[src/rtl/useq_pkg.sv]
// Shared constants and types for the microcode sequencer.
// Assumes the fixed 16-bit microword format: the opcode in bits 14..12,
// and class-specific fields below it.
package useq_pkg;
    localparam int IW      = 16;             // microword width
    localparam int AW      = 9;              // ROM address width
    localparam int OPC_W   = 3;              // opcode width
    localparam int OPC_LSB = 12;             // opcode position
    localparam int NCLASS  = 1 << OPC_W;     // instruction classes
    localparam int TP_N    = 16;             // branch condition inputs
    localparam int TP_W    = $clog2(TP_N);
    localparam int LINE_W  = 4;              // line number width
    localparam int LOC_W   = 4;              // RAM location nibble width
    localparam int RAM_AW  = LOC_W + LINE_W;
    localparam int SRC_W   = 4;
    localparam int DST_W   = 3;
    localparam int ALU_W   = 6;
    localparam int SCF_W   = 8;
    localparam int BCC_W   = 2;
    localparam int PH_W    = 2;
    localparam int BR_LO_W = AW - 1;         // low byte of a branch target

    localparam logic [DST_W-1:0] DST_BUSADDR = 3'd5;

    typedef enum logic [PH_W-1:0] {
        PH_T1    = 2'd0,
        PH_T2    = 2'd1,
        PH_DS    = 2'd2,
        PH_FETCH = 2'd3
    } phase_t;

    typedef enum logic [OPC_W-1:0] {
        OP_BRA = 3'd0,
        OP_ALU = 3'd1,
        OP_RAM = 3'd2,
        OP_XFR = 3'd3,
        OP_REQ = 3'd4,
        OP_SC  = 3'd5,
        OP_BCC = 3'd6,
        OP_BRB = 3'd7
    } opcode_t;
endpackage

[src/rtl/useq_phase.sv]
// Phase generator: steps T1 -> T2 -> DS -> FETCH once per clock.
// Assumes a synchronous active-low reset. Reset parks the counter in
// FETCH, so the first edge after reset loads the word at address 0.
module useq_phase
    import useq_pkg::*;
(
    input  logic   clk,
    input  logic   rst_n,
    output phase_t phase
);
    phase_t phase_q;

    // Advance the phase, or park it in FETCH during reset.
    always_ff @(posedge clk) begin
        if (!rst_n) begin
            phase_q <= PH_FETCH;
        end else begin
            phase_q <= phase_t'(PH_W'(phase_q + 2'd1));
        end
    end

    assign phase = phase_q;
endmodule

[src/rtl/useq_fetch.sv]
// Fetch unit: holds the ROM address register, the instruction register
// and the captured branch decision. The decision is taken at the end of
// T1, the address is updated at the end of T2, and the next word is
// latched at the end of FETCH. Assumes rom_data follows rom_addr
// combinationally.
module useq_fetch
    import useq_pkg::*;
(
    input  logic            clk,
    input  logic            rst_n,
    input  phase_t          phase,
    input  logic [IW-1:0]   rom_data,
    input  logic [TP_N-1:0] test_pts,
    input  logic            is_branch,
    input  logic [TP_W-1:0] tp_sel,
    output logic [AW-1:0]   rom_addr,
    output logic [IW-1:0]   ir,
    output logic            br_taken
);
    logic [AW-1:0] addr_q;
    logic [IW-1:0] ir_q;
    logic          br_q;
    logic [AW-1:0] target;
    logic [AW-1:0] addr_inc;
    logic          tp_val;

    assign target   = {ir_q[IW-1], ir_q[BR_LO_W-1:0]};
    assign addr_inc = addr_q + {{(AW-1){1'b0}}, 1'b1};
    assign tp_val   = test_pts[tp_sel];

    // Capture the branch condition at the end of T1.
    always_ff @(posedge clk) begin
        if (!rst_n) begin
            br_q <= 1'b0;
        end else if (phase == PH_T1) begin
            br_q <= is_branch & tp_val;
        end
    end

    // Load the branch target or step the address at the end of T2.
    always_ff @(posedge clk) begin
        if (!rst_n) begin
            addr_q <= '0;
        end else if (phase == PH_T2) begin
            addr_q <= br_q ? target : addr_inc;
        end
    end

    // Latch the next microword at the end of FETCH.
    always_ff @(posedge clk) begin
        if (!rst_n) begin
            ir_q <= '0;
        end else if (phase == PH_FETCH) begin
            ir_q <= rom_data;
        end
    end

    assign rom_addr = addr_q;
    assign ir       = ir_q;
    assign br_taken = br_q & (phase == PH_T2);
endmodule

[src/rtl/useq_decode.sv]
// Instruction decoder: turns the latched microword and the current phase
// into one-hot class flags, phase-timed strobes and field selects.
// A field select is zero unless its class is executing. Assumes ir is
// stable from T1 through DS.
module useq_decode
    import useq_pkg::*;
(
    input  phase_t              phase,
    input  logic [IW-1:0]       ir,
    input  logic [LINE_W-1:0]   line_num,
    input  logic [BCC_W-1:0]    ram_bits,
    output logic                is_branch,
    output logic [TP_W-1:0]     tp_sel,
    output logic [NCLASS-1:0]   op_class,
    output logic                alu_strobe,
    output logic [ALU_W-1:0]    alu_func,
    output logic                ram_rd,
    output logic                ram_wr,
    output logic [RAM_AW-1:0]   ram_addr,
    output logic                src_en,
    output logic [SRC_W-1:0]    src_sel,
    output logic                xfer_strobe,
    output logic [DST_W-1:0]    xfer_dst,
    output logic                xfer_bus_wr,
    output logic                busreq_strobe,
    output logic                sc_strobe,
    output logic [SCF_W-1:0]    sc_func,
    output logic                bcc_strobe,
    output logic [BCC_W-1:0]    bcc_sel
);
    logic [OPC_W-1:0] opc;
    logic             active;
    logic             in_t2;
    logic             in_ds;
    logic             ram_write_op;

    assign opc    = ir[OPC_LSB +: OPC_W];
    assign active = (phase != PH_FETCH);
    assign in_t2  = (phase == PH_T2);
    assign in_ds  = (phase == PH_DS);

    // One class flag per opcode value, valid outside FETCH.
    for (genvar g = 0; g < NCLASS; g++) begin : g_class
        assign op_class[g] = active & (opc == OPC_W'(g));
    end

    // The branch decision uses the raw opcode, since it is sampled in T1.
    assign is_branch = (opc == OP_BRA) | (opc == OP_BRB);
    assign tp_sel    = ir[8 +: TP_W];

    // Arithmetic unit control.
    assign alu_strobe = in_t2 & op_class[OP_ALU];
    assign alu_func   = op_class[OP_ALU] ? ir[ALU_W-1:0] : '0;

    // RAM control: bit 8 picks write (DS strobe) or read (T2 strobe).
    assign ram_write_op = op_class[OP_RAM] & ir[8];
    assign ram_wr       = in_ds & ram_write_op;
    assign ram_rd       = in_t2 & op_class[OP_RAM] & ~ir[8];
    assign ram_addr     = op_class[OP_RAM] ? {ir[LOC_W-1:0], line_num} : '0;

    // Transfer-bus source: used by RAM writes and by transfers.
    assign src_en  = ram_write_op | op_class[OP_XFR];
    assign src_sel = src_en ? ir[4 +: SRC_W] : '0;

    // Transfer destination, with the cycle direction for the bus address.
    assign xfer_strobe = in_t2 & op_class[OP_XFR];
    assign xfer_dst    = op_class[OP_XFR] ? ir[DST_W-1:0] : '0;
    assign xfer_bus_wr = xfer_strobe & (ir[DST_W-1:0] == DST_BUSADDR) & ir[9];

    // Bus request pulse.
    assign busreq_strobe = in_t2 & op_class[OP_REQ];

    // Set/clear function strobe.
    assign sc_strobe = in_ds & op_class[OP_SC];
    assign sc_func   = op_class[OP_SC] ? ir[SCF_W-1:0] : '0;

    // Block check: the select comes from the RAM output bits, not from ir.
    assign bcc_strobe = in_ds & op_class[OP_BCC];
    assign bcc_sel    = op_class[OP_BCC] ? ram_bits : '0;
endmodule

[src/rtl/ucode_sequencer.sv]
// Top of the microcode sequencer. The phase generator, the fetch unit
// and the decoder are joined here. Assumes an external ROM that answers
// rom_addr combinationally on rom_data.
module ucode_sequencer
    import useq_pkg::*;
(
    input  logic                 clk,
    input  logic                 rst_n,
    output logic [AW-1:0]        rom_addr,
    input  logic [IW-1:0]        rom_data,
    input  logic [TP_N-1:0]      test_pts,
    input  logic [LINE_W-1:0]    line_num,
    input  logic [BCC_W-1:0]     ram_bits,
    output logic [PH_W-1:0]      phase_o,
    output logic [NCLASS-1:0]    op_class,
    output logic                 br_taken,
    output logic                 alu_strobe,
    output logic [ALU_W-1:0]     alu_func,
    output logic                 ram_rd,
    output logic                 ram_wr,
    output logic [RAM_AW-1:0]    ram_addr,
    output logic                 src_en,
    output logic [SRC_W-1:0]     src_sel,
    output logic                 xfer_strobe,
    output logic [DST_W-1:0]     xfer_dst,
    output logic                 xfer_bus_wr,
    output logic                 busreq_strobe,
    output logic                 sc_strobe,
    output logic [SCF_W-1:0]     sc_func,
    output logic                 bcc_strobe,
    output logic [BCC_W-1:0]     bcc_sel
);
    phase_t          phase;
    logic [IW-1:0]   ir_q;
    logic            is_branch;
    logic [TP_W-1:0] tp_sel;

    useq_phase u_phase (
        .clk   (clk),
        .rst_n (rst_n),
        .phase (phase)
    );

    useq_fetch u_fetch (
        .clk       (clk),
        .rst_n     (rst_n),
        .phase     (phase),
        .rom_data  (rom_data),
        .test_pts  (test_pts),
        .is_branch (is_branch),
        .tp_sel    (tp_sel),
        .rom_addr  (rom_addr),
        .ir        (ir_q),
        .br_taken  (br_taken)
    );

    useq_decode u_decode (
        .phase         (phase),
        .ir            (ir_q),
        .line_num      (line_num),
        .ram_bits      (ram_bits),
        .is_branch     (is_branch),
        .tp_sel        (tp_sel),
        .op_class      (op_class),
        .alu_strobe    (alu_strobe),
        .alu_func      (alu_func),
        .ram_rd        (ram_rd),
        .ram_wr        (ram_wr),
        .ram_addr      (ram_addr),
        .src_en        (src_en),
        .src_sel       (src_sel),
        .xfer_strobe   (xfer_strobe),
        .xfer_dst      (xfer_dst),
        .xfer_bus_wr   (xfer_bus_wr),
        .busreq_strobe (busreq_strobe),
        .sc_strobe     (sc_strobe),
        .sc_func       (sc_func),
        .bcc_strobe    (bcc_strobe),
        .bcc_sel       (bcc_sel)
    );

    assign phase_o = phase;
endmodule

[config.mk]
export PLATFORM = sky130hd
export DESIGN_NAME = ucode_sequencer
export DESIGN_NICKNAME = d
export VERILOG_FILES = /design/src/rtl/useq_pkg.sv /design/src/rtl/useq_phase.sv /design/src/rtl/useq_fetch.sv /design/src/rtl/useq_decode.sv /design/src/rtl/ucode_sequencer.sv
export SDC_FILE = /design/constraint.sdc
export NUM_CORES = 1
export LEC_CHECK = 0
export ABC_CLOCK_PERIOD_IN_PS = 3390
export CAP_MARGIN = 20
export CORE_MARGIN = 2
export CORE_UTILIZATION = 29
export CTS_BUF_LIST = sky130_fd_sc_hd__clkbuf_4
export DETAILED_ROUTE_END_ITERATION = 12
export GPL_TIMING_DRIVEN = 1
export SKIP_LAST_GASP = 1
export SLEW_MARGIN = 5
export SYNTH_ARGS = -nofsm -noshare
export SYNTH_HDL_FRONTEND = slang
export SYNTH_SLANG_ARGS = --single-unit
[constraint.sdc]
create_clock -name clk -period 3.39 [get_ports clk]
set_input_delay 0.678 -clock clk [delete_from_list [all_inputs] [get_ports clk]]
set_output_delay 0.678 -clock clk [all_outputs]
set_load 0.1 [all_outputs]
### After elaboration in Yosys (flattened, before gate mapping)

Index checks and enable logic that the tools add are counted.
Widths: inputs -> output; s select.

* flip-flop bits (word level): 28
* bits in latches: 0
* memory bits (writable): 0
* memory bits (read-only): 0
* input bits: 40
* output and inout bits: 60
* memories: 0

* $add $sub $neg: 2
* multiply operators: 0
* divide/modulo/power cells: 0
* order comparisons: 1
* eq/ne operators: 12
* shift-type cells: 0
* muxes and demuxes: 9
* bitwise operators: 24
* reductions and logical operators: 2

Operators with widths (number)
* $and 1x1->1: 21
* $mux 8: 2
* $eq 3x3->1 const B: 5
* $add 9x1->9 const B: 1
* $mux 9: 1
* $eq 3x2->1 const B: 2
* $mux 6: 1
* $lt 4x5->1 const B: 1
* $bmux 1 s4: 1
* $eq 2x2->1 const B: 2
* $mux 4: 1
* $eq 3x1->1 const B: 1
* $logic_not 3->1: 1
* $mux 3: 1
* $add 2x1->2 const B: 1
* $eq 2x1->1 const B: 1
* $logic_not 2->1: 1
* $mux 2: 1
* $ne 2x2->1 const B: 1
* $or 1x1->1: 2
* $mux 1: 1
* $not 1->1: 1

### Depth between registers and ports, before layout

* word-level depth: 5
* depth in mapped cells: 6

### By module

A second synthesis with hierarchy kept.

* cells, all modules: 243
* area, all modules: 1949.4 µm²

Modules (own cells, without submodules)
* useq_fetch: instances 1, cells each 149, area each 1318.8 µm²
* useq_decode: instances 1, cells each 89, area each 574.3 µm²
* useq_phase: instances 1, cells each 5, area each 56.3 µm²

### Worst setup path after synthesis

No wires, ideal clock.

* kind: register to output
* start point: register u_phase.phase_q[0], in the netlist u_phase.phase[0]
* end point: output port alu_strobe
* data arrival time: 4.516 ns
* setup slack: -1.804 ns
* cell stages (with the launch flop): 5
* buffers on the path: 1
* cell sequence: dfxtp_1 -> ha_1 -> clkbuf_1 -> inv_1 -> nor4_1

* longest elaborated chain between the ends: 3

Ends and longest elaborated chain
* start: declaration: line useq_phase.sv:11 `phase_t phase_q;`
* start signal: assignment: line useq_phase.sv:18 `phase_q <= phase_t'(PH_W'(phase_q + 2'd1));`
* $ne 2x2->1: line useq_decode.sv:38 `assign active = (phase != PH_FETCH);`
* $and 1x1->1: line useq_decode.sv:44 `assign op_class[g] = active & (opc == OPC_W'(g));`
* $and 1x1->1 *: line useq_decode.sv:52 `assign alu_strobe = in_t2 & op_class[OP_ALU];`
* end: declaration: line ucode_sequencer.sv:17 `output logic alu_strobe,`

Every way passes the cells marked *; elsewhere a longest branch is shown, timed or not.

### Worst setup path in the final report

* start point: register u_phase.phase_q[0], in the netlist u_phase.phase[0]
* end point: output port src_en

* longest elaborated chain between the ends: 4

Ends and longest elaborated chain
* $ne 2x2->1 *: line useq_decode.sv:38
* $and 1x1->1: line useq_decode.sv:44
* $and 1x1->1: line useq_decode.sv:56 `assign ram_write_op = op_class[OP_RAM] & ir[8];`
* $or 1x1->1 *: line useq_decode.sv:62 `assign src_en = ram_write_op | op_class[OP_XFR];`
* end: declaration: line ucode_sequencer.sv:22 `output logic src_en,`

Marked as above.

==> key figures <==
Placement
  – Routability cong.: 0.790
  – Placed cell area: 3310 um^2
  – Pre-CTS WS: 0.714 ns
  – Port Buffers: 99
  – DP HPWL: 4660 um

Critical path
  – Max incr delay on CP: 0.50 ns
  – Critical path class: flip-flop to output pin
  – Largest delay share family, worst path: buffers and inverters
  – CP startpoint: u_phase.phase[0]$_SDFF_PN1_
  – Crit path launch type: flip-flop
  – CP Capture Type: output pin
  – Reg2reg path depth: 4
  – Crit-path cells: ha_1, buf_4, nor3_2, a21oi_1, inv_1, buf_12
  – Req. time, crit path: 2.71 ns
  – Critical Path AT: 2.37 ns
  – Max stage delay cell, worst path: a21oi_1
  – Number of buffer and inverter stages on the critical path: 3
  – Reg-to-reg startpoint: u_fetch.br_q$_SDFFE_PN0N_
  – Crit path max fanout: 18
  – Worst path depth: 6
  – R2R Setup Slk: 1.79 ns

Logic synthesis
  – Synth Area in Simple Gates: 33.2%
  – Ys Warns: 0
  – Post-synth EDFFs: 0
  – Synth Area per Inst: 8.21 um^2
  – Synth Cell Area: 1810 um^2
  – Post-synth cell types: 42
  – Most used flip-flop cell after synthesis: dfxtp_1
  – Area share of fa/ha/maj cells after synthesis: 3.46%
  – Mapped Cells: 220
  – Seq/Total Area, Yosys: 31.0%
  – Synth Area in XOR/XNOR: 0%
  – Mux cell area share after synthesis: 13.3%
  – Synth Register Bits: 28
  – Syn nets: 265
  – Post-synthesis compound-gate area fraction: 13.4%
  – Post-synthesis async set-or-reset flop share: 0%
  – Largest family of logic cells by synthesized area: simple AND/OR/NAND/NOR gates

Floorplanning
  – Die area: 6880 um^2
  – Starting density of the core: 30.3%
  – # IOs: 100
  – Die width: 82.9 um
  – Row cnt: 28
  – Core area: 5960 um^2
  – Die height: 82.9 um

Min path
  – Hold path cells: 1
  – Hold/Removal Path Class: flip-flop to flip-flop
  – Hold path start: u_phase.phase[0]$_SDFF_PN1_

Clock network
  – CTS clk-pin slew, worst paths: 0.15 ns
  – Resize count post-CTS: 0
  – H-tree level count: 1
  – Clk Latency, worst-skew pair: 0.34 ns
  – Setup Fix Bufs, Post-CTS: 0
  – CTS max path bufs: 2
  – Clk sinks: 28
  – Hold-fix buffer count after cts: 0
  – CTS tree: yes
  – Inserted Clock Buffers: 3
  – Root buf cell: clkbuf_4

Power
  – Clk pwr share: 16.4%
  – Int Pwr: 536 uW
  – Pwr per Cell Area: 269 nW/um^2
  – Sw Ratio: 40.2%
  – Max VDD drop: 0.195 mV
  – Reg power frac: 44.8%
  – Comb pwr share: 38.8%
  – P_leak: 0.00131 uW
  – Net Sw Power: 361 uW

Timing
  – Period utilization: 89.9%
  – Final min period: 3.05 ns
  – Hold Fails Final Rpt: 0
  – Fin. max-slew vios: 0
  – RSZ-0062 raised after global routing: no
  – Worst-Margin Slew: 0.841 ns
  – Setup_tns: 0 ns
  – Clock Skew: 0.0108 ns
  – Setup ws final: 0.341 ns
  – Setup Viol. Count Final: 0
  – Slew HR: 43.8%
  – Max Freq: 0.328 GHz

Global routing
  – Largest net degree at the start of global routing: 26
  – Vias in the first global route: 1,809
  – Global-route wire length before repair: 9830 um
  – Total GRT Usage: 17.3%
  – Grt total ovfl: 0
  – Initial antenna violation count: 0

Job
  – Max Cap Viol: 0

Detailed routing
  – Detailed Route Iter0 Violations: 75
  – Avg WL per Cell: 15.2 um
  – Detail Route Antenna Nets: 0
  – DRC violations left: 0
  – Vias post-DR: 1,921
  – Initial DRT Pass Iterations: 4
  – Final WL: 5880 um
  – Vias per cell: 4.98

Final layout
  – NumNets Final: 357
  – FILL cells: 525
  – Finished Cell Area: 3340 um^2
  – Diodes inserted: 0
  – Layout area overhead: 84.8%
  – Share of cells above drive strength 1: 30.9%

Outcome
  – Run status: finished clean
==> sequential cells by signal (all words and copies together), names as in the netlist <==
name	cells
u_fetch.br_q	1
u_fetch.rom_addr	9
u_fetch.ir	16
u_phase.phase	2
==> cell usage after synthesis, drive strengths merged (2+ instances only) <==
cell | n | share of area [%]
and2 | 31 | 11
dfxtp | 28 | 31
nor2 | 25 | 5.7
mux2i | 24 | 13
nand2 | 12 | 2.5
a21oi | 11 | 3.0
buf | 10 | 3.2
inv | 7 | 1.5
nor2b | 7 | 2.4
o21ai | 7 | 1.9
clkbuf | 5 | 1.0
ha | 5 | 3.5
nand2b | 5 | 2.6
nand3 | 5 | 1.4
nor3 | 5 | 1.9
a211oi | 3 | 1.2
a22oi | 3 | 1.2
nand4 | 3 | 1.0
nor4 | 3 | 1.0
a31oi | 2 | 0.69
and4 | 2 | 0.97
nand3b | 2 | 0.83
o31ai | 2 | 0.83
==> cell type report <==
cell class | count | area, um^2 | area share [%]
inverters | 7 | 26.3 | 0.787
well taps | 75 | 93.8 | 2.81
multi-input cells | 170 | 1250 | 37.5
flip-flops and latches | 28 | 563 | 16.9
clock buffers | 3 | 22.5 | 0.674
clock inverters | 1 | 3.75 | 0.112
repair buffers | 102 | 1380 | 41.2
==> path summary, 6_finish.rpt <==
check | end
min reg2reg | u_phase.phase[0]$_SDFF_PN1_
max reg2reg | u_fetch.rom_addr[6]$_SDFFE_PN0N_
min | u_phase.phase[0]$_SDFF_PN1_
max | src_en
==> kinds of logic (layout without fill, tap and decap cells) <==
family,after synthesis,after routing
mux,24,24
flops,28,28
simple gates,104,104
compound gates,37,37
buf+inv,22,113
fa+ha+maj,5,5
==> cell usage in the layout, fill, tap and decap left out, types with 2 or more instances in the layout <==
cell type / synthesis / layout
nand2_1: 12 / 12
buf_12: 0 / 41
inv_1: 7 / 7
clkdlybuf4s50_1: 0 / 39
a31oi_1: 2 / 2
nand2b_4: 2 / 2
buf_4: 3 / 22
nor2b_1: 7 / 3
o31ai_1: 2 / 2
nor2_4: 1 / 2
dfxtp_2: 0 / 2
dfxtp_1: 28 / 26
a22oi_1: 3 / 3
and2_2: 0 / 9
nor3_4: 0 / 2
a211oi_1: 3 / 3
nand2b_1: 3 / 3
nand3b_1: 2 / 2
o21ai_0: 6 / 6
nand4_1: 3 / 3
a21oi_1: 11 / 11
clkbuf_4: 0 / 3
nor3_2: 2 / 3
nand3_1: 5 / 5
ha_1: 5 / 5
nor2b_2: 0 / 4
nor2_1: 23 / 23
nor4_4: 0 / 3
and2_1: 31 / 21
mux2i_1: 24 / 24
==> power by group through the flow <==
stage | clock (uW) | combinational [uW] | sequential, uW
after floorplan | 0 | 218 | 418
after global placement | 0 | 347 | 408
after detailed placement | 0 | 349 | 409
after CTS | 155 | 351 | 401
after global routing | 168 | 369 | 408
final | 147 | 348 | 402
==> layer usage <==
layer / routed length [um] / vias up / share of wire [%] / global-route usage, %
met5: 0 / - / 0 / 0
met4: 44 / 0 / 0.75 / 4.17
met3: 367 / 4 / 6.2 / 2.39
met2: 2660 / 80 / 45 / 26.8
met1: 2810 / 889 / 48 / 25.4
li1: - / 948 / - / -
==> stage by stage <==
step / power (uW) / hold WS (ns) / util (%) / instances
floorplan: 636 / 0.461 / - / 220
global placement: 755 / 0.403 / 55.6 / 382
detailed placement: 758 / 0.409 / 55.6 / 382
CTS: 907 / 0.445 / 56.1 / 386
global route: 945 / 0.480 / 56.1 / 386
finish: 897 / 0.441 / 56.1 / 386
No activity file was read; power rests on OpenSTA's default activity.
